$ cat config.mk
export PLATFORM = sky130hd
export DESIGN_NAME = ddr_cmd_sched
export DESIGN_NICKNAME = d
export VERILOG_FILES = /design/src/rtl/ddr_sched_pkg.sv /design/src/rtl/ddr_down_cnt.sv /design/src/rtl/ddr_bank_state.sv /design/src/rtl/ddr_refresh_timer.sv /design/src/rtl/ddr_cmd_sched.sv
export SDC_FILE = /design/constraint.sdc
export NUM_CORES = 1
export LEC_CHECK = 0
export BUFFER_PORTS_ARGS = -buffer_cell sky130_fd_sc_hd__buf_4
export CAP_MARGIN = 20
export CORE_MARGIN = 2
export CORE_UTILIZATION = 55
export DETAILED_ROUTE_END_ITERATION = 8
export GPL_TIMING_DRIVEN = 0
export PLACE_DENSITY_LB_ADDON = 0.12
export SETUP_SLACK_MARGIN = 0.5
export SYNTH_ARGS = -nofsm -noshare
export SYNTH_HDL_FRONTEND = slang
export SYNTH_SLANG_ARGS = --single-unit
$ cat constraint.sdc
create_clock -name clk_i -period 3.5 [get_ports clk_i]
set_input_delay 0.35 -clock clk_i [delete_from_list [all_inputs] [get_ports clk_i]]
set_output_delay 0.35 -clock clk_i [all_outputs]
set_load 0.005 [all_outputs]
$ cat src/rtl/ddr_sched_pkg.sv
package ddr_sched_pkg;
  typedef enum logic [2:0] {
    OP_ACT  = 3'd0,
    OP_RD   = 3'd1,
    OP_WR   = 3'd2,
    OP_PRE  = 3'd3,
    OP_PREA = 3'd4,
    OP_REF  = 3'd5,
    OP_MRS  = 3'd6,
    OP_BAD  = 3'd7
  } op_e;

  // {cs_n, ras_n, cas_n, we_n}
  localparam logic [3:0] PIN_MRS = 4'b0000;
  localparam logic [3:0] PIN_REF = 4'b0001;
  localparam logic [3:0] PIN_PRE = 4'b0010;
  localparam logic [3:0] PIN_ACT = 4'b0011;
  localparam logic [3:0] PIN_WR  = 4'b0100;
  localparam logic [3:0] PIN_RD  = 4'b0101;
  localparam logic [3:0] PIN_NOP = 4'b0111;

  function automatic int unsigned cnt_w(int unsigned maxv);
    return (maxv < 2) ? 1 : $clog2(maxv + 1);
  endfunction
endpackage

$ cat src/rtl/ddr_down_cnt.sv
module ddr_down_cnt #(
  parameter int unsigned W = 4
) (
  input  logic         clk_i,
  input  logic         rst_ni,
  input  logic         load_i,
  input  logic [W-1:0] val_i,
  output logic         zero_o
);
  logic [W-1:0] cnt_q;

  always_ff @(posedge clk_i or negedge rst_ni) begin
    if (!rst_ni)           cnt_q <= '0;
    else if (load_i)       cnt_q <= val_i;
    else if (cnt_q != '0)  cnt_q <= cnt_q - 1'b1;
  end

  assign zero_o = (cnt_q == '0);
endmodule

$ cat src/rtl/ddr_bank_state.sv
module ddr_bank_state
  import ddr_sched_pkg::*;
#(
  parameter int unsigned T_RCD     = 3,
  parameter int unsigned T_RAS     = 6,
  parameter int unsigned T_RC      = 9,
  parameter int unsigned T_RP      = 3,
  parameter int unsigned BURST_CYC = 2
) (
  input  logic clk_i,
  input  logic rst_ni,
  input  logic act_i,
  input  logic pre_i,
  input  logic ap_i,
  output logic open_o,
  output logic col_ok_o,
  output logic pre_ok_o,
  output logic act_ok_o,
  output logic idle_o
);
  localparam int unsigned W = cnt_w(T_RC + T_RP + BURST_CYC);

  logic open_q;
  logic rcd_z, ras_z, rc_z, rp_z;
  logic rp_load;
  logic [W-1:0] rp_val;

  always_ff @(posedge clk_i or negedge rst_ni) begin
    if (!rst_ni)             open_q <= 1'b0;
    else if (act_i)          open_q <= 1'b1;
    else if (pre_i || ap_i)  open_q <= 1'b0;
  end

  // auto precharge starts once the burst has left the array
  assign rp_load = (pre_i && open_q) || ap_i;
  assign rp_val  = ap_i ? W'(BURST_CYC + T_RP - 1) : W'(T_RP - 1);

  ddr_down_cnt #(.W(W)) u_rcd (.clk_i, .rst_ni, .load_i(act_i), .val_i(W'(T_RCD - 1)), .zero_o(rcd_z));
  ddr_down_cnt #(.W(W)) u_ras (.clk_i, .rst_ni, .load_i(act_i), .val_i(W'(T_RAS - 1)), .zero_o(ras_z));
  ddr_down_cnt #(.W(W)) u_rc  (.clk_i, .rst_ni, .load_i(act_i), .val_i(W'(T_RC - 1)),  .zero_o(rc_z));
  ddr_down_cnt #(.W(W)) u_rp  (.clk_i, .rst_ni, .load_i(rp_load), .val_i(rp_val),     .zero_o(rp_z));

  assign open_o   = open_q;
  assign col_ok_o = open_q && rcd_z;
  assign pre_ok_o = !open_q || ras_z;
  assign act_ok_o = !open_q && rp_z && rc_z;
  assign idle_o   = !open_q && rp_z;

  a_r4_act_only_closed: assert property (@(posedge clk_i) disable iff (!rst_ni)
    act_i |-> !open_q);
  a_r6_act_spacing: assert property (@(posedge clk_i) disable iff (!rst_ni)
    act_i |-> (rp_z && rc_z));
  a_r5_ap_after_ras: assert property (@(posedge clk_i) disable iff (!rst_ni)
    ap_i |-> (open_q && ras_z));
endmodule

$ cat src/rtl/ddr_refresh_timer.sv
module ddr_refresh_timer
  import ddr_sched_pkg::*;
#(
  parameter int unsigned T_REFI = 1040
) (
  input  logic clk_i,
  input  logic rst_ni,
  input  logic done_i,
  output logic pend_o
);
  localparam int unsigned W = cnt_w(T_REFI);

  logic [W-1:0] cnt_q;
  logic pend_q;

  always_ff @(posedge clk_i or negedge rst_ni) begin
    if (!rst_ni) begin
      cnt_q  <= W'(T_REFI - 1);
      pend_q <= 1'b0;
    end else begin
      if (cnt_q == '0) cnt_q <= W'(T_REFI - 1);
      else             cnt_q <= cnt_q - 1'b1;
      // expiry wins over a completing refresh
      if (cnt_q == '0)  pend_q <= 1'b1;
      else if (done_i)  pend_q <= 1'b0;
    end
  end

  assign pend_o = pend_q;
endmodule

$ cat src/rtl/ddr_cmd_sched.sv
module ddr_cmd_sched
  import ddr_sched_pkg::*;
#(
  parameter int unsigned BANK_W    = 2,
  parameter int unsigned ADDR_W    = 13,
  parameter int unsigned COL_W     = 10,
  parameter int unsigned BURST_LEN = 4,
  parameter int unsigned T_RCD     = 3,
  parameter int unsigned T_RP      = 3,
  parameter int unsigned T_RAS     = 6,
  parameter int unsigned T_RC      = 9,
  parameter int unsigned T_RRD     = 2,
  parameter int unsigned T_RFC     = 10,
  parameter int unsigned T_MRD     = 2,
  parameter int unsigned T_REFI    = 1040
) (
  input  logic              clk_i,
  input  logic              rst_ni,
  input  logic              req_valid_i,
  output logic              req_ready_o,
  input  logic [2:0]        req_op_i,
  input  logic [BANK_W-1:0] req_bank_i,
  input  logic [ADDR_W-1:0] req_addr_i,
  input  logic              req_ap_i,
  output logic              err_o,
  output logic              cs_no,
  output logic              ras_no,
  output logic              cas_no,
  output logic              we_no,
  output logic [BANK_W-1:0] ba_o,
  output logic [ADDR_W-1:0] addr_o
);
  localparam int unsigned NB        = 1 << BANK_W;
  localparam int unsigned AP_BIT    = COL_W;
  localparam int unsigned BURST_CYC = BURST_LEN / 2;
  localparam int unsigned W_RRD     = cnt_w(T_RRD);
  localparam int unsigned W_RFC     = cnt_w(T_RFC);
  localparam int unsigned W_MRD     = cnt_w(T_MRD);
  localparam int unsigned W_WAP     = cnt_w(BURST_CYC);

  op_e op;
  logic [NB-1:0] open_v, col_ok_v, pre_ok_v, act_ok_v, idle_v, act_v, pre_v, ap_v;
  logic rrd_z, rfc_z, mrd_z, wap_z, pend;
  logic is_err, tim_ok, glob_ok, host_fire, host_err, ref_prea, ref_go;
  logic [3:0] nxt_cmd, cmd_q;
  logic [BANK_W-1:0] nxt_ba;
  logic [ADDR_W-1:0] nxt_addr;

  assign op = op_e'(req_op_i);

  always_comb begin
    is_err = 1'b0;
    tim_ok = 1'b0;
    unique case (op)
      OP_ACT: begin
        is_err = open_v[req_bank_i];
        tim_ok = act_ok_v[req_bank_i] && rrd_z;
      end
      OP_RD, OP_WR: begin
        is_err = !open_v[req_bank_i];
        tim_ok = col_ok_v[req_bank_i] && wap_z && (!req_ap_i || pre_ok_v[req_bank_i]);
      end
      OP_PRE:  tim_ok = pre_ok_v[req_bank_i];
      OP_PREA: tim_ok = &pre_ok_v;
      OP_REF, OP_MRS: begin
        is_err = |open_v;
        tim_ok = &idle_v;
      end
      default: is_err = 1'b1;
    endcase
  end

  assign glob_ok     = rfc_z && mrd_z;
  assign req_ready_o = !pend && (is_err || (glob_ok && tim_ok));
  assign host_fire   = req_valid_i && req_ready_o && !is_err;
  assign host_err    = req_valid_i && req_ready_o && is_err;
  assign ref_prea    = pend && (|open_v) && glob_ok && (&pre_ok_v);
  assign ref_go      = pend && !(|open_v) && glob_ok && (&idle_v);

  for (genvar g = 0; g < NB; g++) begin : g_bank
    logic sel;
    assign sel      = host_fire && (req_bank_i == BANK_W'(g));
    assign act_v[g] = sel && (op == OP_ACT);
    assign ap_v[g]  = sel && (op == OP_RD || op == OP_WR) && req_ap_i;
    assign pre_v[g] = (sel && op == OP_PRE) || (host_fire && op == OP_PREA) || ref_prea;

    ddr_bank_state #(
      .T_RCD(T_RCD), .T_RAS(T_RAS), .T_RC(T_RC), .T_RP(T_RP), .BURST_CYC(BURST_CYC)
    ) u_bank (
      .clk_i, .rst_ni,
      .act_i(act_v[g]), .pre_i(pre_v[g]), .ap_i(ap_v[g]),
      .open_o(open_v[g]), .col_ok_o(col_ok_v[g]), .pre_ok_o(pre_ok_v[g]),
      .act_ok_o(act_ok_v[g]), .idle_o(idle_v[g])
    );
  end

  ddr_down_cnt #(.W(W_RRD)) u_rrd (.clk_i, .rst_ni, .load_i(|act_v),
    .val_i(W_RRD'(T_RRD - 1)), .zero_o(rrd_z));
  ddr_down_cnt #(.W(W_RFC)) u_rfc (.clk_i, .rst_ni, .load_i(ref_go || (host_fire && op == OP_REF)),
    .val_i(W_RFC'(T_RFC - 1)), .zero_o(rfc_z));
  ddr_down_cnt #(.W(W_MRD)) u_mrd (.clk_i, .rst_ni, .load_i(host_fire && op == OP_MRS),
    .val_i(W_MRD'(T_MRD - 1)), .zero_o(mrd_z));
  ddr_down_cnt #(.W(W_WAP)) u_wap (.clk_i, .rst_ni, .load_i(host_fire && op == OP_WR && req_ap_i),
    .val_i(W_WAP'(BURST_CYC - 1)), .zero_o(wap_z));

  ddr_refresh_timer #(.T_REFI(T_REFI)) u_refi (.clk_i, .rst_ni, .done_i(ref_go), .pend_o(pend));

  always_comb begin
    nxt_cmd  = PIN_NOP;
    nxt_ba   = '0;
    nxt_addr = '0;
    if (ref_prea) begin
      nxt_cmd          = PIN_PRE;
      nxt_addr[AP_BIT] = 1'b1;
    end else if (ref_go) begin
      nxt_cmd = PIN_REF;
    end else if (host_fire) begin
      unique case (op)
        OP_ACT: begin
          nxt_cmd = PIN_ACT; nxt_ba = req_bank_i; nxt_addr = req_addr_i;
        end
        OP_RD, OP_WR: begin
          nxt_cmd                 = (op == OP_RD) ? PIN_RD : PIN_WR;
          nxt_ba                  = req_bank_i;
          nxt_addr[COL_W-1:0]     = req_addr_i[COL_W-1:0];
          nxt_addr[AP_BIT]        = req_ap_i;
        end
        OP_PRE: begin
          nxt_cmd = PIN_PRE; nxt_ba = req_bank_i;
        end
        OP_PREA: begin
          nxt_cmd = PIN_PRE; nxt_addr[AP_BIT] = 1'b1;
        end
        OP_REF: nxt_cmd = PIN_REF;
        OP_MRS: begin
          nxt_cmd = PIN_MRS; nxt_ba = req_bank_i; nxt_addr = req_addr_i;
        end
        default: nxt_cmd = PIN_NOP;
      endcase
    end
  end

  always_ff @(posedge clk_i or negedge rst_ni) begin
    if (!rst_ni) begin
      cmd_q  <= PIN_NOP;
      ba_o   <= '0;
      addr_o <= '0;
      err_o  <= 1'b0;
    end else begin
      cmd_q  <= nxt_cmd;
      ba_o   <= nxt_ba;
      addr_o <= nxt_addr;
      err_o  <= host_err;
    end
  end

  assign {cs_no, ras_no, cas_no, we_no} = cmd_q;

  a_r4_err_shows_nop: assert property (@(posedge clk_i) disable iff (!rst_ni)
    err_o |-> (cmd_q == PIN_NOP));
  a_r2_single_source: assert property (@(posedge clk_i) disable iff (!rst_ni)
    $onehot0({host_fire, host_err, ref_prea, ref_go}));
  a_r9_refresh_all_closed: assert property (@(posedge clk_i) disable iff (!rst_ni)
    (nxt_cmd == PIN_REF) |-> !(|open_v));

  if (T_MRD >= 2) begin : g_mrd_chk
    a_r7_mrd_gap: assert property (@(posedge clk_i) disable iff (!rst_ni)
      (cmd_q == PIN_MRS) |=> (cmd_q == PIN_NOP));
  end

  if (BURST_CYC >= 2) begin : g_wap_chk
    a_r8_wap_no_col: assert property (@(posedge clk_i) disable iff (!rst_ni)
      (cmd_q == PIN_WR && addr_o[AP_BIT]) |=> !(cmd_q == PIN_RD || cmd_q == PIN_WR));
  end
endmodule

# Word-level counts from Yosys, hierarchy flattened
# Cells that the tools add are included.
# word_totals
regBits,110
latchBits,0
ramBits,0
mem_bits_ro,0
input_bits,22
out_inout_bits,21
word_cells,310
n_memories,0
# classes
n_addsub,21
multipliers,0
div_mod_pow,0
magnitude_cmp,1
eq_ne,9
n_shift,0
n_mux,82
n_bitwise,0
n_reduce_logical,167
# op_table
op,count
two-way mux 4 bit,34
logical NOT 4 bit,17
nonzero test 4 bit,17
"subtractor 4 x 1 -> 4 bit, second input constant",17
logical AND 1 bit,56
nonzero test 2 bit,28
two-way mux 13 bit,2
logical OR 1 bit,24
two-way mux 2 bit,12
two-way mux 3 bit,7
two-way mux 10 bit,2
two-way mux 1 bit,16
one-hot mux 3 bit (5 select lines),1
OR reduction 4 bit,3
logical NOT 11 bit,1
two-way mux 11 bit,1
"subtractor 11 x 1 -> 11 bit, second input constant",1
"equality test 3 bit, second input constant",3
logical NOT 1 bit,9
binary-select mux 1 bit (select 2 bit),4
logical NOT 2 bit,4
AND reduction 4 bit,2
OR reduction 2 bit,4
"equality test 3 x 2 -> 1 bit, second input constant",2
10 further kinds,13

# Longest topological paths before layout
# logic_depth
ltp_word,19
depth_mapped,11
mapped_depth_nobuf,9

# By module
# Synthesis repeated with hierarchy kept, for this count alone.
# unflattened
cells_unflattened,670
hier_area_um2,6718.9
# modules_own_cells
mod,n_inst,cells_per_inst,area_each_um2,seq_area_each_um2
ddr_down_cnt at g_bank[0].u_bank.u_ras ...,17,22,234.0,100.1
ddr_cmd_sched,1,157,1453.9,479.2
ddr_refresh_timer,1,55,605.6,306.5
ddr_down_cnt at u_mrd ...,3,12,113.9,50.0
ddr_bank_state,4,12,85.1,25.0

# Worst setup path after synthesis
# No wires, ideal clock.
# synth_path
path_kind,register to register
from,register g_bank[1].u_bank.u_rcd.cnt_q[0]
to,register g_bank[3].u_bank.u_rc.cnt_q[0]
setup_time_ns,0.119
arrival_ns,2.323
t_required_ns,3.381
setup_slack_ns,1.058
stages_incl_launch_ff,12
n_path_buf,2
synth_period_minus_slack_ns,2.442
path_cell_list,dfrtp_1 inv_1 ha_1 nor3b_2 a32oi_1 a2111o_1 o2111a_1 a21oi_2 buf_6 and3_1 buf_4 nor2_1
# synth_between
elab_chain_len,15
word_cells_on_any_way,16
cone_classes,mux (4); reduce/logical (12)
# synth_lines
item,line_no,source
"start, declared",ddr_down_cnt.sv:10,logic [W-1:0] cnt_q;
"start signal, assigned",ddr_down_cnt.sv:14,else if (load_i) cnt_q <= val_i;
"start signal, assigned",ddr_down_cnt.sv:15,else if (cnt_q != '0) cnt_q <= cnt_q - 1'b1;
logical NOT 4 bit (*),ddr_down_cnt.sv:18,assign zero_o = (cnt_q == '0);
logical AND 1 bit (*),ddr_bank_state.sv:44,assign col_ok_o = open_q && rcd_z;
binary-select mux 1 bit (select 2 bit) (*),ddr_cmd_sched.sv:61,tim_ok = col_ok_v[req_bank_i] && wap_z && (!req_ap_i || pre_ok_v[req_bank_i]);
two-way mux 1 bit (implied by the code) (*),ddr_cmd_sched.sv:61,
logical AND 1 bit (*) (2 in a row),ddr_cmd_sched.sv:61,
one-hot mux 1 bit (5 select lines) (*),ddr_cmd_sched.sv:54,unique case (op)
logical AND 1 bit (*),ddr_cmd_sched.sv:74,assign req_ready_o = !pend && (is_err || (glob_ok && tim_ok));
logical OR 1 bit (*),ddr_cmd_sched.sv:74,
logical AND 1 bit (*),ddr_cmd_sched.sv:74,
logical AND 1 bit (*) (2 in a row),ddr_cmd_sched.sv:75,assign host_fire = req_valid_i && req_ready_o && !is_err;
logical AND 1 bit (*),ddr_cmd_sched.sv:82,assign sel = host_fire && (req_bank_i == BANK_W'(g));
logical AND 1 bit (*),ddr_cmd_sched.sv:83,assign act_v[g] = sel && (op == OP_ACT);
two-way mux 4 bit or nonzero test 2 bit (tied branches),--,
"end signal, assigned",ddr_down_cnt.sv:14,
"end signal, assigned",ddr_down_cnt.sv:15,
"end, declared",ddr_down_cnt.sv:10,
# Mark *: on every way between the ends. The rest lies on a longest branch, timed or not. The select of a mux whose other input is x is not followed.
# A chain may end at the register's enable or synchronous reset.

# Worst setup path after layout
# layout_path
from,register g_bank[2].u_bank.u_rcd.cnt_q[0]
to,output port req_ready_o
# layout_between
elab_chain_len,10
# layout_lines
item,line_no,source
"start, declared",ddr_down_cnt.sv:10,
"start signal, assigned",ddr_down_cnt.sv:14,
"start signal, assigned",ddr_down_cnt.sv:15,
logical NOT 4 bit,ddr_down_cnt.sv:18,
logical AND 1 bit,ddr_bank_state.sv:44,
binary-select mux 1 bit (select 2 bit),ddr_cmd_sched.sv:61,
two-way mux 1 bit (implied by the code),ddr_cmd_sched.sv:61,
logical AND 1 bit (2 in a row),ddr_cmd_sched.sv:61,
one-hot mux 1 bit (5 select lines),ddr_cmd_sched.sv:54,
logical AND 1 bit,ddr_cmd_sched.sv:74,
logical OR 1 bit,ddr_cmd_sched.sv:74,
logical AND 1 bit,ddr_cmd_sched.sv:74,
"end, declared",ddr_cmd_sched.sv:20,"output logic req_ready_o,"
# Every way passes these cells. The select of a mux whose other input is x is not followed.

==> reports/metrics.cfg <==
[run_status]
status=finished clean

[job]
drv_cap=0

[timing]
fin_skew_ps=12.6
worst_pin_slew_ps=913
fin_crit_sh=0.825
maxSlewHeadroom=0.385
tns_ps=0
hold_viol_final=0
rsz0062_at_grt=no
period_needed_ps=2890
max_freq_mhz=346
finalSetupViolCount=0
maxSlewViolCount=0

[synth]
synth_cell_types=66
synth_cells=606
synthTopCellsByArea=dfrtp_1 43%, ha_1 5.5%, nor2_1 4.4%
ys_warn_count=0
yosysTopAreaCellShare=0.430
synth_area_leader_cell=dfrtp_1
synth_edf_count=0
ys_ff_latch=109
synth_area_um2=5870
avgSynthCellArea_um2=9.69
ys_seq_area_frac=0.466
synth_flop_cell=dfrtp_1
ys_async_sr_fraction=1.00
synth_fp_nets=654

[layout]
diodes=0
nNetsFinal=728
area_growth_pct=17.1
fillers=858
final_cell_count_no_fill=820
drive_gt1_frac=0.211

[placement]
dp_hpwl_um=9170
numPortBuffers=39
gp_congestion=0.914
numPlacedInstances=782

[worst_setup_path]
crit_required_ps=3150
crit_fanout=4
max_stage_delay_ps=410
crit_path_end_kind=output port
path_cells=inv_1, ha_4, nor3b_4, a221oi_2, a2111o_1, o2111a_1, and2_4, a21oi_2, buf_4
critPathLaunchType=flip-flop
cp_data_arrival_time_ps=2540
path_class=flip-flop to output port
crit_slowest_cell=a2111o_1

[detailed_routing]
drtPass1Iterations=4
viasPerCell=5.60
drt_iter0_markers=242
drcViolationCount=0
wl_per_cell_um=15.8
route.vias.total=4594
wirelength_um=13000
ant_nets=0

[clock_tree]
cts_buffer_depth=2
clock-sinks=109
numCtsBuffers=9
cts_tree=done
htree_levels=3
path_clk_slew_ps=100
cts_root_buffer=clkbuf_8
insertion_delay_ps=380

[floorplanning]
dieHeight_um=107
pin_count=43
start_util=0.566
rows=37
fp.dieW_um=107
core_um2=10400
fp.dieArea_um2=11500

[global_routing]
antenna_found_initial=0
grt_max_degree=71
grt_usage=0.240
grt_pass1_wl_um=21700
grt_pass1_vias=4529
grt.overflow.total=0

[worst_hold_path]
hp-class=input port to flip-flop

[power]
cellLeakagePower_nw=3.13
p_total_mw=5.09
p_per_area_nw_per_um2=740
vdd_ir_drop_max_uv=449

-- state kept, by name, indices dropped and copies added (netlist names) --
signal                     flops
u_refi.pend_o                  1
addr_o                        13
u_wap.cnt_q                    2
cmd_q                          3
g_bank.u_bank.u_rp.cnt_q      16
u_mrd.cnt_q                    2
g_bank.u_bank.u_rcd.cnt_q     16
u_refi.cnt_q                  11
g_bank.u_bank.u_rc.cnt_q      16
g_bank.u_bank.open_o           4
ba_o                           2
g_bank.u_bank.u_ras.cnt_q     16
err_o                          1
u_rrd.cnt_q                    2
u_rfc.cnt_q                    4
-- layer usage --
layer / track usage / wire length, um
met1: 0.320 / 5950
met2: 0.383 / 6280
met3: 0.0690 / 566
met4: 0.0696 / 184
met5: 0 / 0
-- cells by family after synthesis --
logic type,synth area share
buf+inv,0.0524
compound gates,0.130
simple gates,0.225
other cells,0.000638
mux,0.0141
xor+xnor,0.0550
flops,0.466
fa+ha+maj,0.0571
-- synthesized netlist by cell type (6+ instances only) --
cell type and number:
a221oi_1 7, dfstp_2 8, inv_1 54, ha_1 26
nor3b_2 10, a21oi_1 34, clkbuf_1 6, dfrtp_1 101
nand3_1 19, o21ai_0 18, nor2_1 69, or3_1 18
nor3b_1 7, mux2i_1 6, nor3_1 25, buf_2 6
and2_1 13, nand2_1 41, nand2b_1 10, xnor2_1 27
xor2_1 8
-- metrics by stage --
stage	setup slack [ps]	hold slack, ps	instance area (um^2)	util
floorplan	1060	54.4	5870	-
global placement	576	461	6340	0.611
detailed placement	481	367	6360	0.614
CTS	505	148	6700	0.646
global route	495	149	6880	0.663
finish	612	164	6880	0.663
-- critical path, delay by kind of cell (launching register included) --
| kind | cells | cell delay, ps |
|---|---|---|
| fa+ha+maj | 1 | 160 |
| flops | 1 | 400 |
| buf+inv | 2 | 240 |
| compound gates | 4 | 910 |
| simple gates | 2 | 430 |
-- path summary, 6_finish.rpt --
check	from	to	slack [ps]	depth (start not counted)
max in group asynchronous	rst_ni	u_rfc.cnt_q[0]$_DFFE_PN0P_	2280	3
min in group asynchronous	rst_ni	g_bank[0].u_bank.u_ras.cnt_q[2]$_DFFE_PN0P_	480	2
worst min-delay path	req_addr_i[5]	addr_o[5]$_DFF_PN0_	160	2
worst min register to register	u_refi.cnt_q[0]$_DFF_PN1_	u_refi.cnt_q[0]$_DFF_PN1_	490	1
worst max-delay path	g_bank[2].u_bank.u_rcd.cnt_q[0]$_DFFE_PN0P_	req_ready_o	610	9
worst max register to register	g_bank[2].u_bank.u_rcd.cnt_q[0]$_DFFE_PN0P_	g_bank[3].u_bank.u_rcd.cnt_q[1]$_DFFE_PN0P_	630	12
-- power by group --
group	switching (mW)	internal [mW]
Clock	0.412	0.314
Sequential	0.366	1.71
Combinational	1.12	1.17
-- placed cells by master, fill, tap and decap left out, types with 8 or more instances in the layout --
| master | count |
|---|---|
| a21oi_1 | 33 |
| and2_1 | 13 |
| buf_4 | 62 |
| clkbuf_1 | 8 |
| clkbuf_8 | 12 |
| dfrtp_1 | 101 |
| dfstp_2 | 8 |
| ha_1 | 19 |
| inv_1 | 50 |
| nand2_1 | 41 |
| nand2b_1 | 10 |
| nand3_1 | 19 |
| nor2_1 | 67 |
| nor3_1 | 25 |
| nor3b_4 | 11 |
| o21ai_0 | 18 |
| or3_1 | 18 |
| xnor2_1 | 27 |
| xor2_1 | 8 |
-- cell type report --
class | count | area (um^2) | area share
multi-input combinational | 425 | 2990 | 0.435
clock inverter | 1 | 5.00 | 0.000727
sequential | 109 | 2740 | 0.398
tap | 136 | 170 | 0.0247
inverter | 55 | 206 | 0.0300
buffer | 17 | 101 | 0.0147
timing repair buffer | 63 | 493 | 0.0716
clock buffer | 14 | 173 | 0.0251
-- timing repair --
action / CTS / global route
endpoints found under the hold margin: 33 / 0
setup endpoints to repair: 10 / 59
resized for setup: 18 / 19
hold buffers: 1 / 0
setup buffers: 8 / 13
pin swaps: 4 / 3
Note: power is estimated with default switching activity, not from simulation.
